===== src/rtl/mbist_pkg.sv =====
package mbist_pkg;

    typedef enum logic [1:0] {
        ALG_SCAN = 2'd0,
        ALG_MATS = 2'd1,
        ALG_CHK  = 2'd2,
        ALG_ALT  = 2'd3
    } alg_e;

    typedef enum logic [1:0] {
        ST_IDLE  = 2'd0,
        ST_RUN   = 2'd1,
        ST_FLUSH = 2'd2,
        ST_DONE  = 2'd3
    } seq_st_e;

    // one operation: read or write, and the data polarity it uses
    typedef struct packed {
        logic rd;
        logic pol;
    } op_t;

    // one march element: direction, one or two operations
    typedef struct packed {
        logic down;
        logic two;
        op_t  op0;
        op_t  op1;
    } elem_t;

    function automatic elem_t elem_desc(alg_e alg, logic [1:0] idx);
        elem_t e;
        e.down    = 1'b0;
        e.two     = 1'b0;
        e.op0.rd  = 1'b0;
        e.op0.pol = 1'b0;
        e.op1.rd  = 1'b0;
        e.op1.pol = 1'b0;
        if (alg == ALG_MATS) begin
            case (idx)
                2'd1: begin
                    e.two     = 1'b1;
                    e.op0.rd  = 1'b1;
                    e.op1.pol = 1'b1;
                end
                2'd2: begin
                    e.down    = 1'b1;
                    e.two     = 1'b1;
                    e.op0.rd  = 1'b1;
                    e.op0.pol = 1'b1;
                end
                default: ;
            endcase
        end else begin
            // scan and checkerboard share the element list; polarity differs per cell in checkerboard
            e.op0.rd  = idx[0];
            e.op0.pol = idx[1];
        end
        return e;
    endfunction

    function automatic logic [1:0] last_elem(alg_e alg);
        return (alg == ALG_MATS) ? 2'd2 : 2'd3;
    endfunction

endpackage


===== src/rtl/mbist_seq.sv =====
module mbist_seq
    import mbist_pkg::*;
#(
    parameter int ADDR_W = 6,
    parameter int DATA_W = 16,
    parameter int COL_W  = 3
) (
    input  logic              clk,
    input  logic              rst_n,
    input  logic              start,
    input  logic [1:0]        alg_sel,
    output logic              mem_en,
    output logic              mem_we,
    output logic [ADDR_W-1:0] mem_addr,
    output logic [DATA_W-1:0] mem_wdata,
    output logic              rd_vld,
    output logic [DATA_W-1:0] rd_exp,
    output logic [ADDR_W-1:0] rd_addr,
    output logic [1:0]        rd_elem,
    output logic              clr,
    output logic              done
);

    localparam logic [ADDR_W-1:0] A_ONE = 1;
    localparam logic [ADDR_W-1:0] A_MAX = '1;

    typedef struct packed {
        seq_st_e           st;
        alg_e              alg;
        logic [1:0]        elem;
        logic [ADDR_W-1:0] addr;
        logic              opi;
    } seq_t;

    seq_t  s_d, s_q;
    elem_t el, el_nx;
    op_t   op;
    logic  colour, bitv, last_op, last_addr;

    always_comb begin
        s_d       = s_q;
        clr       = 1'b0;
        el        = elem_desc(s_q.alg, s_q.elem);
        el_nx     = elem_desc(s_q.alg, s_q.elem + 2'd1);
        op        = s_q.opi ? el.op1 : el.op0;
        colour    = s_q.addr[0] ^ s_q.addr[COL_W];
        bitv      = (s_q.alg == ALG_CHK) ? (colour ^ op.pol) : op.pol;
        last_op   = !el.two || s_q.opi;
        last_addr = el.down ? (s_q.addr == '0) : (s_q.addr == A_MAX);

        mem_en    = (s_q.st == ST_RUN);
        mem_we    = mem_en && !op.rd;
        mem_addr  = s_q.addr;
        mem_wdata = {DATA_W{bitv}};
        rd_vld    = mem_en && op.rd;
        rd_exp    = {DATA_W{bitv}};
        rd_addr   = s_q.addr;
        rd_elem   = s_q.elem;
        done      = (s_q.st == ST_DONE);

        case (s_q.st)
            ST_IDLE: begin
                if (start) begin
                    clr      = 1'b1;
                    s_d.st   = ST_RUN;
                    s_d.alg  = alg_e'(alg_sel);
                    s_d.elem = 2'd0;
                    s_d.addr = '0;      // element 0 ascends in every algorithm
                    s_d.opi  = 1'b0;
                end
            end
            ST_RUN: begin
                if (!last_op) begin
                    s_d.opi = 1'b1;
                end else begin
                    s_d.opi = 1'b0;
                    if (last_addr) begin
                        if (s_q.elem == last_elem(s_q.alg)) begin
                            s_d.st = ST_FLUSH;
                        end else begin
                            s_d.elem = s_q.elem + 2'd1;
                            s_d.addr = el_nx.down ? A_MAX : '0;
                        end
                    end else begin
                        s_d.addr = el.down ? (s_q.addr - A_ONE) : (s_q.addr + A_ONE);
                    end
                end
            end
            ST_FLUSH: s_d.st = ST_DONE;
            default:  s_d.st = ST_IDLE;
        endcase
    end

    always_ff @(posedge clk or negedge rst_n) begin
        if (!rst_n) begin
            s_q <= '{st: ST_IDLE, alg: ALG_SCAN, elem: 2'd0, addr: '0, opi: 1'b0};
        end else begin
            s_q <= s_d;
        end
    end

endmodule


===== src/rtl/mbist_cmp.sv =====
module mbist_cmp #(
    parameter int ADDR_W = 6,
    parameter int DATA_W = 16
) (
    input  logic              clk,
    input  logic              rst_n,
    input  logic              clr,
    input  logic              rd_vld,
    input  logic [DATA_W-1:0] rd_exp,
    input  logic [ADDR_W-1:0] rd_addr,
    input  logic [1:0]        rd_elem,
    input  logic [DATA_W-1:0] mem_rdata,
    output logic              fail,
    output logic [ADDR_W-1:0] fail_addr,
    output logic [1:0]        fail_elem
);

    typedef struct packed {
        logic              pv;
        logic [DATA_W-1:0] pexp;
        logic [ADDR_W-1:0] paddr;
        logic [1:0]        pelem;
        logic              fail;
        logic [ADDR_W-1:0] faddr;
        logic [1:0]        felem;
    } cmp_t;

    cmp_t c_d, c_q;

    always_comb begin
        c_d       = c_q;
        // one-cycle pipeline: the read issued now is compared next cycle
        c_d.pv    = rd_vld;
        c_d.pexp  = rd_exp;
        c_d.paddr = rd_addr;
        c_d.pelem = rd_elem;
        if (clr) begin
            c_d.fail  = 1'b0;
            c_d.faddr = '0;
            c_d.felem = 2'd0;
        end else if (c_q.pv && (mem_rdata != c_q.pexp) && !c_q.fail) begin
            c_d.fail  = 1'b1;
            c_d.faddr = c_q.paddr;
            c_d.felem = c_q.pelem;
        end
    end

    always_ff @(posedge clk or negedge rst_n) begin
        if (!rst_n) begin
            c_q <= '0;
        end else begin
            c_q <= c_d;
        end
    end

    assign fail      = c_q.fail;
    assign fail_addr = c_q.faddr;
    assign fail_elem = c_q.felem;

endmodule


===== src/rtl/mbist_march.sv =====
module mbist_march
    import mbist_pkg::*;
#(
    parameter int ADDR_W = 6,
    parameter int DATA_W = 16,
    parameter int COL_W  = 3
) (
    input  logic              clk,
    input  logic              rst_n,
    input  logic              start,
    input  logic [1:0]        alg_sel,
    output logic              mem_en,
    output logic              mem_we,
    output logic [ADDR_W-1:0] mem_addr,
    output logic [DATA_W-1:0] mem_wdata,
    input  logic [DATA_W-1:0] mem_rdata,
    output logic              done,
    output logic              fail,
    output logic [ADDR_W-1:0] fail_addr,
    output logic [1:0]        fail_elem
);

    logic              rd_vld, clr;
    logic [DATA_W-1:0] rd_exp;
    logic [ADDR_W-1:0] rd_addr;
    logic [1:0]        rd_elem;

    mbist_seq #(.ADDR_W(ADDR_W), .DATA_W(DATA_W), .COL_W(COL_W)) u_seq (
        .clk       (clk),
        .rst_n     (rst_n),
        .start     (start),
        .alg_sel   (alg_sel),
        .mem_en    (mem_en),
        .mem_we    (mem_we),
        .mem_addr  (mem_addr),
        .mem_wdata (mem_wdata),
        .rd_vld    (rd_vld),
        .rd_exp    (rd_exp),
        .rd_addr   (rd_addr),
        .rd_elem   (rd_elem),
        .clr       (clr),
        .done      (done)
    );

    mbist_cmp #(.ADDR_W(ADDR_W), .DATA_W(DATA_W)) u_cmp (
        .clk       (clk),
        .rst_n     (rst_n),
        .clr       (clr),
        .rd_vld    (rd_vld),
        .rd_exp    (rd_exp),
        .rd_addr   (rd_addr),
        .rd_elem   (rd_elem),
        .mem_rdata (mem_rdata),
        .fail      (fail),
        .fail_addr (fail_addr),
        .fail_elem (fail_elem)
    );

endmodule


===== config.mk =====
export PLATFORM = sky130hd
export DESIGN_NAME = mbist_march
export DESIGN_NICKNAME = d
export VERILOG_FILES = /design/src/rtl/mbist_pkg.sv /design/src/rtl/mbist_seq.sv /design/src/rtl/mbist_cmp.sv /design/src/rtl/mbist_march.sv
export SDC_FILE = /design/constraint.sdc
export NUM_CORES = 1
export LEC_CHECK = 0
export ABC_AREA = 1
export BUFFER_PORTS_ARGS = -buffer_cell sky130_fd_sc_hd__clkbuf_2
export CORE_MARGIN = 8
export CORE_UTILIZATION = 50
export CTS_BUF_LIST = sky130_fd_sc_hd__clkbuf_4 sky130_fd_sc_hd__clkbuf_8 sky130_fd_sc_hd__clkbuf_16
export CTS_CLUSTER_DIAMETER = 30
export DETAILED_ROUTE_END_ITERATION = 8
export PLACE_DENSITY_LB_ADDON = 0.05
export SYNTH_ARGS = -nofsm -noshare
export SYNTH_HDL_FRONTEND = slang
export SYNTH_SLANG_ARGS = --single-unit

===== constraint.sdc =====
create_clock -name clk -period 2.6 [get_ports clk]
set_input_delay 0.52 -clock clk [delete_from_list [all_inputs] [get_ports clk]]
set_output_delay 0.52 -clock clk [all_outputs]
set_load 0.01 [all_outputs]

==> run summary <==
Status - finished clean
Critical path fanouts, max - 6
Post-cts hold buffer count - 0
Final nets - 325
TritonCTS clock tree - built
Tmin final - 2460 ps
Clock transition at path regs - 70 ps
Peak VDD IR - 0.542 mV
Max Slew Vio Count - 0
Max_cap viols - 0
Area growth, synth to finish - 13.6%
Grt total ovfl - 0
Die H - 79.4 um
Number of global-route vias before repair - 1,575
Detail Route Antenna Nets - 0
Worst Skew - 9.22 ps
Arr. time, crit path - 1940 ps
Iter 0 DRT Violations - 49
Setup CP Type - flop to output port
Remaining DRCs - 0
GPL Wtd Cong - 0.852
Largest net degree at the start of global routing - 33
Post-Syn Nets - 291
Reg2Reg Depth - 15
Top Ports - 55
Drt pass-1 iters - 4
Origin of the critical flop-to-flop path - u_seq.rd_elem[0]
Register area share after synthesis - 39.8%
Slew at the pin closest to its max-slew limit - 789 ps
Port bufs - 54
DP HPWL - 3.45 mm
Final setup TNS - 0 ps
Clk buf depth - 2
Setup violators final - 0
Min-Delay Path Class - input pin to asynchronous set/reset pin
Register-to-register setup slack - 580 ps
Initial Utilization - 51.0%
Most frequent cells in the layout - nand2_1 (69), clkbuf_2 (54), dfrtp_1 (31), inv_1 (25), nand3_1 (21)
Startpoint Class - flop
Required time worst endpoint - 2080 ps
Clock latency on the worst-skew pair - 290 ps
Routed vias - 1,672
LEAKAGE - 1.31 nW
Setup WS pre-CTS - 424 ps
Fill count - 376
N_diodes - 0
Post-Synthesis Cells - 261
R2R Path End - u_seq.mem_addr[5]
Tcrit/Tclk final - 94.8%
Global-route wire length before repair - 7.24 mm
RSZ-0062 raised after global routing - no
Initial antenna violation count - 0
Clock root cell - clkbuf_8
Leading cell type in the layout, fill and taps excluded - nand2_1
Register bit total from synthesis - 32
Via density - 4.83
Die width - 79.4 um
Fmax - 406 MHz
Num CTS Buffers - 5
Layout cells sized above 1 - 27.4%
DRT Wirelength - 4.49 mm
Clock Sinks - 32
Row count - 23
Pwr Density - 1010 nW/um^2
H-Tree Depth - 2
Library cells used by synthesis - 26
Synth Area per Inst - 7.71 um^2
WL/cell - 13.0 um
Full die area - 6310 um^2
Core area - 3940 um^2
Tot GR Track Use - 14.3%
YS warnings - 0
Final worst slack - 136 ps
Hold Vio Cnt, Final - 0
Endpoint class of the critical path - output port
Rel. slew slack - 47.4%
Synth Cell Area - 2010 um^2
how the worst max path moves through the flow:
| stage | endpoint | start | slack (ps) | cells past startpoint |
|---|---|---|---|---|
| after floorplan | mem_wdata[0] | u_seq.rd_elem[0] | 140 | 7 |
| after global placement | mem_wdata[3] | u_seq.rd_elem[0] | 500 | 8 |
| after detailed placement | mem_wdata[1] | u_seq.rd_elem[0] | 420 | 8 |
| after CTS | mem_wdata[15] | u_seq.rd_elem[0] | 90 | 8 |
| after global routing | mem_wdata[13] | u_seq.s_q[9] | 9 | 8 |
| final | mem_wdata[4] | u_seq.s_q[9] | 140 | 8 |
critical path: stages, from the launching register on:
cell and delay [ps]:
dfrtp_2 460, nand2_2 170, inv_1 90, o21ai_0 180, o21ai_1 90, xnor2_1 160
buf_4 140, clkdlybuf4s15_2 230, clkbuf_2 140
layout make-up:
cell class                      instances  area (um^2)  area share (%)
Tap cell                               50         62.6            2.74
Clock buffer                            7         96.3            4.21
Sequential cell                        32          802            35.1
Multi-Input combinational cell        169          878            38.4
Inverter                               28          105            4.60
Clock inverter                          1         30.0            1.31
Timing Repair Buffer                   59          312            13.6
per-layer routing:
layer / global-route usage, % / share of wire [%]
met5: 0 / 0
met4: 6.67 / 1.8
met3: 2.36 / 4.0
met2: 23.9 / 48
met1: 17.3 / 46
cells in the mapped netlist:
master | instances | area share, %
a21o_1 | 1 | 0.37
a21oi_1 | 4 | 1.0
a31oi_1 | 1 | 0.31
buf_4 | 30 | 11
clkbuf_1 | 2 | 0.37
dfrtp_1 | 32 | 40
ha_1 | 9 | 5.6
inv_1 | 27 | 5.0
inv_2 | 1 | 0.19
nand2_1 | 69 | 13
nand2_2 | 3 | 0.93
nand3_1 | 21 | 5.2
nand3_2 | 3 | 1.5
nand3b_1 | 1 | 0.37
nand4_1 | 15 | 4.7
nor2_1 | 19 | 3.5
nor2_2 | 2 | 0.62
nor3_1 | 4 | 1.0
nor3_2 | 2 | 1.0
nor4_1 | 1 | 0.31
o211ai_1 | 1 | 0.37
o21ai_0 | 6 | 1.5
o21ai_1 | 4 | 1.0
o31ai_1 | 1 | 0.37
xnor2_1 | 1 | 0.44
xor2_1 | 1 | 0.44
registers in the layout (all words and copies together) (netlist names):
| register | count |
|---|---|
| u_cmp.c_q | 10 |
| u_cmp.fail_addr | 6 |
| u_seq.mem_addr | 6 |
| u_seq.s_q | 5 |
| u_cmp.fail_elem | 2 |
| u_seq.rd_elem | 2 |
| u_cmp.fail | 1 |
through the flow:
step                      std cells  total power [mW]  instance area (um^2)  hold slack (ps)  utilization [%]
final                           346              2.32                  2290              302             58.0
after global placement          335              1.73                  2130              409             54.0
after global routing            346              2.49                  2290              376             58.0
after CTS                       343              2.27                  2250              339             57.2
after detailed placement        335              1.74                  2130              437             54.0
after floorplan                 261              1.61                  2010              224                -
logic make-up after synthesis:
kind of cell             synth area share (%)
buffers and inverters                    16.8
AO/OA/AOI/OAI                            4.91
flip-flops                               39.8
adder cells (fa/ha/maj)                  5.60
AND/OR/NAND/NOR                          32.0
XOR/XNOR                                0.871
power by group:
group          internal (mW)  switching [mW]  total, mW
combinational          0.411           0.662       1.07
clock                  0.338           0.187      0.525
sequential             0.607           0.109      0.717
what timing repair did:
| action | CTS | global route |
|---|---|---|
| setup buffers | 0 | 1 |
| gates resized for setup | 0 | 8 |
| endpoints found under the setup margin | 0 | 16 |
(Power assumes the default switching activity.)
